$ cat config.mk
export PLATFORM = sky130hd
export DESIGN_NAME = usb_host_irq_status
export DESIGN_NICKNAME = d
export VERILOG_FILES = /design/src/rtl/usb_host_irq_status.sv
export SDC_FILE = /design/constraint.sdc
export NUM_CORES = 1
export LEC_CHECK = 0
export BUFFER_PORTS_ARGS = -buffer_cell sky130_fd_sc_hd__buf_2
export CAP_MARGIN = 20
export CELL_PAD_IN_SITES_DETAIL_PLACEMENT = 0
export CELL_PAD_IN_SITES_GLOBAL_PLACEMENT = 1
export CORE_MARGIN = 10
export CORE_UTILIZATION = 35
export DETAILED_ROUTE_END_ITERATION = 16
export GPL_TIMING_DRIVEN = 0
export PLACE_DENSITY_LB_ADDON = 0.1
export SYNTH_ARGS = -nofsm -noshare
export SYNTH_HDL_FRONTEND = slang
export SYNTH_SLANG_ARGS = --single-unit
$ cat constraint.sdc
create_clock -name clk -period 1.25 [get_ports clk]
set_input_delay 0.0625 -clock clk [delete_from_list [all_inputs] [get_ports clk]]
set_output_delay 0.0625 -clock clk [all_outputs]
set_load 0.03 [all_outputs]
$ cat src/rtl/usb_host_irq_status.sv
module usb_host_irq_status #(
  parameter bit HAS_SMI = 1'b1
) (
  input  logic        clk,
  input  logic        rst_n,
  input  logic        ev_sched_overrun,
  input  logic        ev_done_head,
  input  logic        ev_sof,
  input  logic        ev_resume,
  input  logic        ev_unrec_err,
  input  logic        ev_hub_change,
  input  logic        ev_own_req,
  input  logic        frame_msb,
  input  logic        frame_copy_done,
  input  logic        reg_wr,
  input  logic [1:0]  reg_addr,
  input  logic [31:0] reg_wdata,
  output logic [31:0] reg_rdata,
  output logic        irq_out,
  output logic        smi_out
);

  localparam logic [1:0]  A_STAT   = 2'd0;
  localparam logic [1:0]  A_EN_SET = 2'd1;
  localparam logic [1:0]  A_EN_CLR = 2'd2;
  localparam int          UE_BIT   = 4;
  localparam int          OC_BIT   = 30;
  localparam int          MIE_BIT  = 31;
  localparam logic [31:0] NORM_MASK = 32'h0000_007F;
  localparam logic [31:0] OC_MASK   = HAS_SMI ? (32'h1 << OC_BIT) : 32'h0;
  localparam logic [31:0] STAT_MASK = NORM_MASK | OC_MASK;
  localparam logic [31:0] EN_MASK   = STAT_MASK | (32'h1 << MIE_BIT);
  localparam logic [31:0] UE_KEEP   = ~(32'h1 << UE_BIT);

  logic [31:0] stat_q, en_q, stat_d, en_d, set_vec, clr_vec;
  logic        msb_seen_q, fno_hit, irq_d, smi_d;

  assign fno_hit = frame_copy_done && (frame_msb != msb_seen_q);

  assign set_vec = {1'b0, ev_own_req, 23'b0, ev_hub_change, fno_hit, ev_unrec_err,
                    ev_resume, ev_sof, ev_done_head, ev_sched_overrun} & STAT_MASK;

  assign clr_vec = (reg_wr && reg_addr == A_STAT) ? (reg_wdata & UE_KEEP) : 32'h0;

  assign stat_d = ((stat_q & ~clr_vec) | set_vec) & STAT_MASK;

  always_comb begin
    en_d = en_q;
    if (reg_wr && reg_addr == A_EN_SET) en_d = en_q | (reg_wdata & EN_MASK);
    else if (reg_wr && reg_addr == A_EN_CLR) en_d = en_q & ~reg_wdata;
  end

  assign irq_d = (|(stat_d & en_d & NORM_MASK)) && en_d[MIE_BIT];
  assign smi_d = HAS_SMI && stat_d[OC_BIT] && en_d[OC_BIT] && en_d[MIE_BIT];

  always_ff @(posedge clk or negedge rst_n) begin
    if (!rst_n) begin
      stat_q     <= '0;
      en_q       <= '0;
      msb_seen_q <= 1'b0;
      irq_out    <= 1'b0;
      smi_out    <= 1'b0;
    end else begin
      stat_q  <= stat_d;
      en_q    <= en_d;
      irq_out <= irq_d;
      smi_out <= smi_d;
      if (frame_copy_done) msb_seen_q <= frame_msb;
    end
  end

  always_comb begin
    case (reg_addr)
      A_STAT:             reg_rdata = stat_q;
      A_EN_SET, A_EN_CLR: reg_rdata = en_q;
      default:            reg_rdata = 32'h0;
    endcase
  end

  assert_hw_never_clears_R3: assert property (@(posedge clk) disable iff (!rst_n)
    !(reg_wr && reg_addr == A_STAT) |=> ((stat_q & $past(stat_q)) == $past(stat_q)));

  assert_sw_never_sets_R3: assert property (@(posedge clk) disable iff (!rst_n)
    (!ev_sched_overrun && !ev_done_head && !ev_sof && !ev_resume && !ev_unrec_err &&
     !ev_hub_change && !ev_own_req && !frame_copy_done)
    |=> ((stat_q & ~$past(stat_q)) == 32'h0));

  assert_event_wins_R4: assert property (@(posedge clk) disable iff (!rst_n)
    ev_sof |=> stat_q[2]);

  assert_fno_sets_R5: assert property (@(posedge clk) disable iff (!rst_n)
    (frame_copy_done && frame_msb != msb_seen_q) |=> stat_q[5]);

  assert_ue_sticky_R6: assert property (@(posedge clk) disable iff (!rst_n)
    stat_q[UE_BIT] |=> stat_q[UE_BIT]);

  assert_irq_gated_R8: assert property (@(posedge clk) disable iff (!rst_n)
    irq_out |-> (en_q[MIE_BIT] && (|(stat_q & en_q & NORM_MASK))));

  assert_smi_gated_R9: assert property (@(posedge clk) disable iff (!rst_n)
    smi_out |-> (stat_q[OC_BIT] && en_q[OC_BIT] && en_q[MIE_BIT]));

  generate
    if (!HAS_SMI) begin : g_no_smi
      assert_no_smi_R10: assert property (@(posedge clk) disable iff (!rst_n)
        !smi_out && !stat_q[OC_BIT] && !en_q[OC_BIT]);
    end
  endgenerate

endmodule

* Yosys cells after proc, flatten, opt, wreduce, memory -nomap -nowiden *
Cells that the tools add are included.

storage, ports and cells
  bits of input ports = 46
  bits in registers = 43
  logic and storage cells = 29
  output and inout port bits = 34

operators by class
  bitwise gates (word level) = 7
  muxes and demuxes = 4
  equality and inequality tests = 3
  reduce and logical (&&, ||, !) cells = 10

operator list
  cell                  count
  $mux W32              2
  $pmux W32 S2          1
  $and A32 B32 Y32      1
  $not A32 Y32          1
  $or A32 B32 Y32       1
  $and A31 B31 Y31      1
  $mux W31              1
  $not A31 Y31          1
  $or A31 B31 Y31       1
  $and A7 B7 Y7         1
  $logic_and A1 B1 Y1   7
  $reduce_or A7 Y1      1
  $eq A2 B1 Y1 const B  1
  $eq A2 B2 Y1 const B  1
  $logic_not A2 Y1      1
  $reduce_or A2 Y1      1
  $ne A1 B1 Y1          1

* Logic depth before layout (Yosys ltp) *
Gate-level depths: netlist of run 1.

  word-level depth = 9
  depth in mapped cells = 7
  mapped depth without buffers = 6

* Worst setup path before layout of run 1 *
Ideal clock, no wire load.

  path type = input to register
  start point = input port reg_addr[1]
  end point = register irq_out
  stages = 7
  setup time = 0.138 ns
  setup slack = -0.079 ns
  arrival = 1.191 ns
  buffers on the path = 1
  path through = inv_1 -> ha_1 -> and2_4 -> buf_6 -> a22o_1 -> a222oi_1 -> a31oi_1

between the ends
  elaborated cells on any way between the ends = 15
  those cells by class = eq/ne (2); mux (3); bitwise (4); reduce/logical (6)

RTL lines
  what                   RTL line  source
  start, declared        16        input logic [1:0] reg_addr,
  $eq A2 B2 Y1           50        else if (reg_wr && reg_addr == A_EN_CLR) en_d = en_q & ~reg_wdata;
  $logic_and A1 B1 Y1    50
  $mux W32               50
  $mux W32 *             49        if (reg_wr && reg_addr == A_EN_SET) en_d = en_q | (reg_wdata & EN_MASK);
  named net en_d[1]      35        logic [31:0] stat_q, en_q, stat_d, en_d, set_vec, clr_vec;
  $and A7 B7 Y7 *        53        assign irq_d = (|(stat_d & en_d & NORM_MASK)) && en_d[MIE_BIT];
  $reduce_or A7 Y1 *     53
  $logic_and A1 B1 Y1 *  53
  named net irq_d        36        logic msb_seen_q, fno_hit, irq_d, smi_d;
  end signal, assigned   66        irq_out <= irq_d;
  end, declared          19        output logic irq_out,

Mark *: on every way through the listed nets, which the timed path passes. The rest lies on a longest branch.
A chain may end at the register's enable or synchronous reset.

* Final worst setup path of run 1 *
Ends and elaborated chain as after synthesis.

==> results summary, run 1 <==
The critical path goes through buf_2 > inv_2 > ha_4 > and2_4 > buf_6 > a22o_1 > a222oi_1 > a31oi_1. The layout-stage area growth over the synthesis result came out at 53.7%. In this run the core area contains 26 standard-cell rows. On the final layout, the worst hold slack is between 0.02 and 0.03 ns. Each instance of the synthesized netlist takes up on average 11.4 um2. The smallest clock period supported by the final layout is computed as between 1 and 1.5 ns. The part of the cycle the worst path needs is 98.0%. The clock input transition at the sequential cells of the worst setup and hold paths came out at 0.08 ns. At the end of routability-driven placement, the weighted congestion stood at approximately 0.74. The cell count of the worst hold path is 2. The static power due to leakage came out at 0.00145 uW.

The routed via count is between 1,500 and 2,000. The maximum number of pins on one net before global-route repair is 44. Setup repair after global routing could not meet its margin everywhere. The buffer cell driving the clock tree root is sky130_fd_sc_hd__clkbuf_8.

The cell area after technology mapping is 1910 um2. The clock reaches the later pin of the worst-skew pair after 0.29 ns. The cell accounting for the most synthesized area is sky130_fd_sc_hd__dfrtp_1. The required time of the critical path came out at 1.41 ns. The fmax is 0.817 GHz. Counting every instance in the synthesized netlist gives around 170. The count of pins over their slew limit came out at 0. Summing the sequential cell areas from Yosys gives between 50% and 60% of the chip area. Clock tree synthesis inserted a total of 5 buffers. The power after layout came out at approximately 3300 uW. The count of endpoints failing setup in the final report came out at 0. The cell count after placement is between 300 and 400.

The placed instance area came out at 2400 um2. Summed over all layers, the routed wires come to 5790 um. The overall die area is 8810 um2. The fraction of final layout cells with drive strength greater than 1 came out at 40.1%. By startpoint and endpoint, the worst setup path is classified as primary input to flip-flop. The number of routed nets with antenna violations is 0. The largest clock skew in the final design is around 0.009 ns. On the worst path, the slowest cell contributes a delay of 0.36 ns. The total DRC errors in the routed layout is 0. STA classifies the critical path endpoint as a flip-flop. In this run the count of I/O pins placed on the die edge is 80.

After routing the design area is 2940 um2. Max-cap violations in this run came to 0. The flip-flop and latch count after synthesis came out at 43. The initial antenna violation count was 0. At the pin with the least slew margin, the transition time is 0.585 ns. The via count of the first global-routing pass is approximately 2,000.

The power per cell area came out at 1130 nW/um2. The non-filler instance count after layout is roughly 360. The final layout contains about 340 nets. The number of warnings printed during yosys synthesis came out at 0. The netlist uses 26 different library cells. The initial core utilization is a little under two fifths. In this run the tightest slew margin relative to its limit is 61.0%. The cell family contributing the most delay on the critical path is compound AO/OA/AOI/OAI gates. The number of buffers and inverters on the critical path came out at 3. The fill cell total of the finished layout came out at 464.

The arrival time at the worst endpoint came out at 1.39 ns. The worst setup path is launched from a primary input. In this run the most critical hold path is launched from frame_msb.

The floorplan die width is 93.9 um. Measured in cells, the most critical reg-to-reg path has a length of 3. The CTS tree is built. In this run the biggest area consumer among cell types represents 56.4% of the synthesized area. The average wire per cell in the routed design came out at 16.2 um. The worst-path maximum fanout is 7.

The number of antenna diodes came out at 0. The number of DRC markers in iteration 0 is 66. The remaining global-route overflow is 0.

The post-detailed-placement half-perimeter wirelength came out at 4050 um. For this design, the slowest cell found on the critical path is sky130_fd_sc_hd__a222oi_1. The path with the worst hold slack has its endpoint at msb_seen_q.

The global router's overall resource usage came out at approximately 13%. The vertical die dimension came out at 93.9 um. In the post-synthesis netlist, the biggest area contributors are sky130_fd_sc_hd__dfrtp_1 (56%), sky130_fd_sc_hd__a21boi_0 (9.0%), sky130_fd_sc_hd__and2_1 (7.9%), sky130_fd_sc_hd__nand3_1 (4.2%), sky130_fd_sc_hd__a22oi_1 (3.9%).

The flow ran to the end, and the final reports show no timing, DRC or antenna violations. In this run the critical register-to-register path is launched from en_q[0]. Across the VDD grid, the largest voltage drop is 0.650 mV. Before CTS, the worst setup slack after placement is -0.399 ns. After layout, the worst setup slack is ~0.025 ns. The synthesized net count came out at 217. The tightest min-delay check is of the primary input to flip-flop type. The final-report hold violation count was 0. The first-pass GRT wire length is roughly 9500 um.

The clock passes through at most 2 buffers. The depth of the CTS H-tree came out at 2. The post-detailed-route via-to-cell ratio came out at approximately 4.8. The standard cell core area is approximately 5200 um2. In this run the register-to-register setup slack is ~0.025 ns. In this run the critical register-to-register path is captured at irq_out. The count of input and output buffers is 79.

Before antenna repair, the detailed router went through 4 iterations. The CTS sink count came out at 43.
==> worst max-delay path by stage <==
stage                           start      endpoint  slack [ns]  cells past startpoint
after global placement    reg_addr[0]  reg_rdata[5]       -0.39                      7
after global routing          en_q[1]       irq_out       -0.06                      3
after floorplan           reg_addr[1]       irq_out       -0.02                      7
after CTS                 reg_addr[1]       irq_out      -0.003                      8
final                     reg_addr[1]       irq_out        0.03                      8
after detailed placement  reg_addr[0]      en_q[18]       -0.40                      8
==> registers in the layout (all words and copies together) (netlist names) <==
name	count
smi_out	1
en_q	32
irq_out	1
stat_q	8
msb_seen_q	1
==> stage by stage <==
step / utilization (%) / TNS (ns)
after floorplan: - / -0.0176
after global placement: 46.2 / -14.32
after detailed placement: 46.2 / -14.45
after CTS: 55.8 / -0.00279
after global routing: 56.4 / -0.0616
final: 56.4 / 0
==> kinds of logic (layout without fill, tap and decap cells) <==
kind of cell / count (synthesis) / after routing / share of synthesized area [%]
mux: 1 / 1 / 0.590
compound gates: 51 / 51 / 21.0
flops: 43 / 43 / 56.4
fa+ha+maj: 4 / 4 / 2.62
simple gates: 53 / 53 / 15.1
buf+inv: 14 / 134 / 3.87
xor+xnor: 1 / 1 / 0.459
==> metal layers <==
metal | track usage [%] | wire length, um | part of all wire, %
met3 | 6.00 | 523 | 9.0
met4 | 3.42 | 42 | 0.73
met5 | 0 | 0 | 0
met2 | 23.2 | 2830 | 49
met1 | 14.7 | 2400 | 41
==> cells in the final DEF, fill, tap and decap left out, drive strengths merged, types with 2 or more instances in the layout <==
cell type     n
a22oi        10
ha            4
and2         25
dfrtp        43
dlygate4sd3  31
clkbuf       13
a21o          6
clkinv        2
inv           3
nor2          9
nand3        16
a22o          8
a21boi       23
buf          84
==> power breakdown <==
part | switching (uW) | leakage, uW | internal (uW)
registers | 45.6 | 0.000537 | 1470
clock network | 490 | 0.0000581 | 595
logic | 368 | 0.000857 | 334
total | 903 | 0.00145 | 2400
==> cells in the mapped netlist, drive strengths merged <==
master / instances
dfrtp: 43
and2: 25
a21boi: 23
nand3: 16
a22oi: 10
nor2: 9
a22o: 8
a21o: 6
buf: 6
clkbuf: 5
ha: 4
inv: 3
a222oi: 1
a31oi: 1
a32o: 1
a32oi: 1
and3: 1
mux2: 1
nand2: 1
or2: 1
xor2: 1
==> area by class of cell <==
type / count / area [um2] / area share (%)
repair buffers: 112 / 741 / 25.2
multi-input cells: 110 / 810 / 27.6
clock inverters: 3 / 43.8 / 1.49
well taps: 70 / 87.6 / 2.98
inverters: 3 / 11.3 / 0.384
flip-flops and latches: 43 / 1080 / 36.7
plain buffers: 11 / 97.6 / 3.32
clock buffers: 5 / 68.8 / 2.34
==> repair_timing <==
action | in CTS | in global routing
gates cloned | 1 | 0
endpoints found under the setup margin | 53 | 85
setup buffers | 1 | 0
endpoints found under the hold margin | 73 | 0
resized for setup | 22 | 8
hold buffers | 31 | 0
pin swaps | 4 | 2
(Power assumes the default switching activity.)
==> run 2: changes to the inputs <==
--- a/config.mk
+++ b/config.mk
@@ -9,7 +9,7 @@
 export CAP_MARGIN = 20
 export CELL_PAD_IN_SITES_DETAIL_PLACEMENT = 0
 export CELL_PAD_IN_SITES_GLOBAL_PLACEMENT = 1
-export CORE_MARGIN = 10
+export CORE_MARGIN = 3
 export CORE_UTILIZATION = 35
 export DETAILED_ROUTE_END_ITERATION = 16
 export GPL_TIMING_DRIVEN = 0
==> run 2 against run 1 <==
Against the previous run: register-to-register slack about the same; worst hold slack worse by 0.0032 ns; clock skew rose by 0.0011 ns; utilization down 0.55 points; maximum frequency up 1.1%; via count fell by 1.0%; largest cell class unchanged; highest routed layer unchanged.
==> results summary, run 2 (same netlist as run 1, synthesis figures left out) <==
The slew at the pin closest to its max-slew limit came out at 0.593 ns (+0.00739 ns). The count of pins over their slew limit is 0 (unchanged). The initial antenna violation count is 0 (unchanged). The fmax is 0.825 GHz (+1.1%). The routed via count came out at 1,689 (-1.0%). The largest clock skew in the final design came out at 0.0101 ns (+0.00107 ns). The worst-case clock buffer depth came out at 2 (unchanged). The endpoint with the worst hold slack is msb_seen_q.

The initial core utilization was 36.7% (unchanged). The library cell used most frequently in the layout, excluding fill and tap cells, is sky130_fd_sc_hd__buf_2. The number of DRC markers in iteration 0 is 70 (+6.1%).

The switching share of total power came out at 27.0% (-0.36 points). The worst IR drop on VDD came to 0.580 mV (-11%). The cell count of the worst hold path came out at 2 (unchanged).

The global placer's final weighted congestion came out at 0.746 (+0.46%). The switching power summed over all nets is 881 uW (-2.5%). The count of endpoints failing setup in the final report came out at 0 (unchanged). Counting flops per register, the top entry is en_q. In this run the critical register-to-register path is captured at irq_out. The count of nets after finishing was 335 (-0.30%). The part of the cycle the worst path needs came to 96.9% (-1.0 points). The startpoint kind of the worst setup timing path is a flip-flop. The vertical die dimension is 79.9 um (-15%). The post-detailed-route via-to-cell ratio is 4.76 (-0.44%). The layout-stage area growth over the synthesis result came out at 52.2%. The count of boundary I/O pins is 80 (unchanged). The critical path starts at en_q[1]. The overall die area is 6380 um2 (-28%).

On the critical path the largest part of the delay comes from compound AO/OA/AOI/OAI gates. Leaving out fill and tap cells, the most frequent cells in the layout are sky130_fd_sc_hd__buf_2 (75), sky130_fd_sc_hd__dfrtp_1 (43), sky130_fd_sc_hd__dlygate4sd3_1 (31), sky130_fd_sc_hd__and2_1 (24), sky130_fd_sc_hd__a21boi_0 (23). The register-to-register setup slack was 0.04 ns (about the same). The worst-path maximum fanout is 2 (-5).

The post-layout utilization of the core came out at 55.8% (-0.55 points). The largest stage delay on the critical path came out at 0.41 ns (+0.05 ns). The number of buffers inserted during clock tree synthesis came out at 5 (unchanged).

The clock input transition at the sequential cells of the worst setup and hold paths is 0.09 ns (about the same). The flow ran to the end, and the final reports show no timing, DRC or antenna violations. The power per cell area came to 1120 nW/um2 (-0.18%). The accumulated negative setup slack is 0 ns (unchanged). The power after layout came to 3270 uW (-1.2%).

The depth of the CTS H-tree came out at 2 (unchanged). The first-pass GRT wire length came out at 8780 um (-7.6%). The largest registers in the layout are en_q x32, stat_q x8.

The portion of total power attributed to combinational logic is 21.2% (about the same). The maximum number of pins on one net before global-route repair is 44 (unchanged). The final-report hold violation count is 0 (unchanged). The required time of the critical path came out at 1.41 ns (about the same). The cell at the slowest stage of the critical path is sky130_fd_sc_hd__dfrtp_1. The minimum clock period is 1.21 ns (-0.0127 ns). The static power due to leakage came out at 0.00144 uW (-0.66%). The floorplan die width came out at 79.9 um (-15%). The CTS sink count came to 43 (unchanged). The sequential group share of total power came out at 46.6% (+0.7 points). The post-route cell area is 2910 um2 (-0.98%). In this run the critical register-to-register path is launched from en_q[1]. Traced cell by cell, the critical path runs through a22o_1 > a222oi_1 > a31oi_1. The clock latency on the worst-skew pair is 0.30 ns (about the same). The part of the total power dissipated in the clock network came out at 32.2% (-0.6 points).

The via count of the first global-routing pass came out at 1,816 (-8.7%). The post-detailed-placement half-perimeter wirelength came out at 3470 um (-14%). The number of violations of the max-capacitance limit is 0 (unchanged).

STA classifies the critical path endpoint as a flip-flop. The flip-flop count of the largest register, all copies and words added is 32 (unchanged). The number of routed nets with antenna violations was 0 (unchanged).

The sum of routed wire length over all layers is 5340 um (-7.8%). The placed instance area came out at 2400 um2 (unchanged). Setup repair after global routing could not meet its margin everywhere. The average wire per cell in the routed design was 15.0 um (-7.2%).

The placement row count came out at 26 (unchanged). The worst setup path is of the flip-flop to flip-flop kind. The number of buffers and inverters on the critical path was 0 (-3). The remaining global-route overflow is 0 (unchanged). The number of antenna diodes was 0 (unchanged).

The fraction of final layout cells with drive strength greater than 1 came to 38.9% (-1.1 points). The worst slew margin relative to its limit is 60.5% (-0.49 points). The standard cell core area came to 5200 um2 (unchanged). The global router's overall resource usage came out at 18.1% (+4.6 points). The internal power came out at 2390 uW (-0.67%). TritonCTS built the clock tree. The buffer cell driving the clock tree root is sky130_fd_sc_hd__clkbuf_8. In this run the worst hold path is classified as primary input to flip-flop. The number of detailed-routing iterations run before antenna repair was 4 (unchanged). The startpoint identified for the worst hold timing path is frame_msb. The total DRC errors in the routed layout was 0 (unchanged).

The count of input and output buffers is 79 (unchanged). The worst reg2reg path depth came out at 3 (unchanged). The arrival time at the worst endpoint came out at 1.37 ns (-0.02 ns).
[run 2: layout make-up]
cell class,instances,area (um2)
plain buffers,11,98.8
well taps,70,87.6
inverters,3,11.3
flip-flops and latches,43,1080
clock buffers,6,72.6
multi-input cells,110,807
clock inverters,1,30.0
repair buffers,111,723
fillers,461,2300
[run 2: power by group through the flow]
stage	registers [uW]	clock network, uW	logic (uW)
finish	1520	1050	692
global route	1530	1160	757
CTS	1520	1090	682
detailed placement	1540	0	564
global placement	1540	0	562
floorplan	1560	0	313
[run 2: stage by stage]
step / hold WS, ns / std cells / worst slack [ns]
5_1_grt: 0.0306 / 355 / -0.0537
4_1_cts: 0.0163 / 354 / -0.00878
2_1_floorplan: -0.233 / 167 / -0.0176
3_3_place_gp: 0.244 / 316 / -0.405
3_5_place_dp: 0.250 / 316 / -0.416
6_report: 0.0234 / 355 / 0.0381
[run 2: how the worst max path moves through the flow]
stage               slack, ns  depth (start not counted)           end
floorplan               -0.02                          7       irq_out
global placement        -0.41                          7  reg_rdata[5]
detailed placement      -0.42                          7  reg_rdata[5]
CTS                    -0.009                          8       irq_out
global route            -0.05                          8       irq_out
finish                   0.04                          3       irq_out
[run 2: per-layer routing]
metal | vias up | GRT usage [%] | part of all wire, %
met5 | - | 0 | 0
met4 | 0 | 5.24 | 1.0
met3 | 6 | 4.74 | 6.6
met2 | 63 | 30.7 | 49
met1 | 795 | 22.6 | 43
li1 | 825 | - | -
[run 2: repair_timing]
| action | in CTS | in global routing |
|---|---|---|
| setup buffers | 0 | 1 |
| endpoints found under the hold margin | 73 | 0 |
| gates resized for setup | 18 | 8 |
| pin swaps | 0 | 3 |
| setup endpoints to repair | 53 | 65 |
| hold buffers | 31 | 0 |
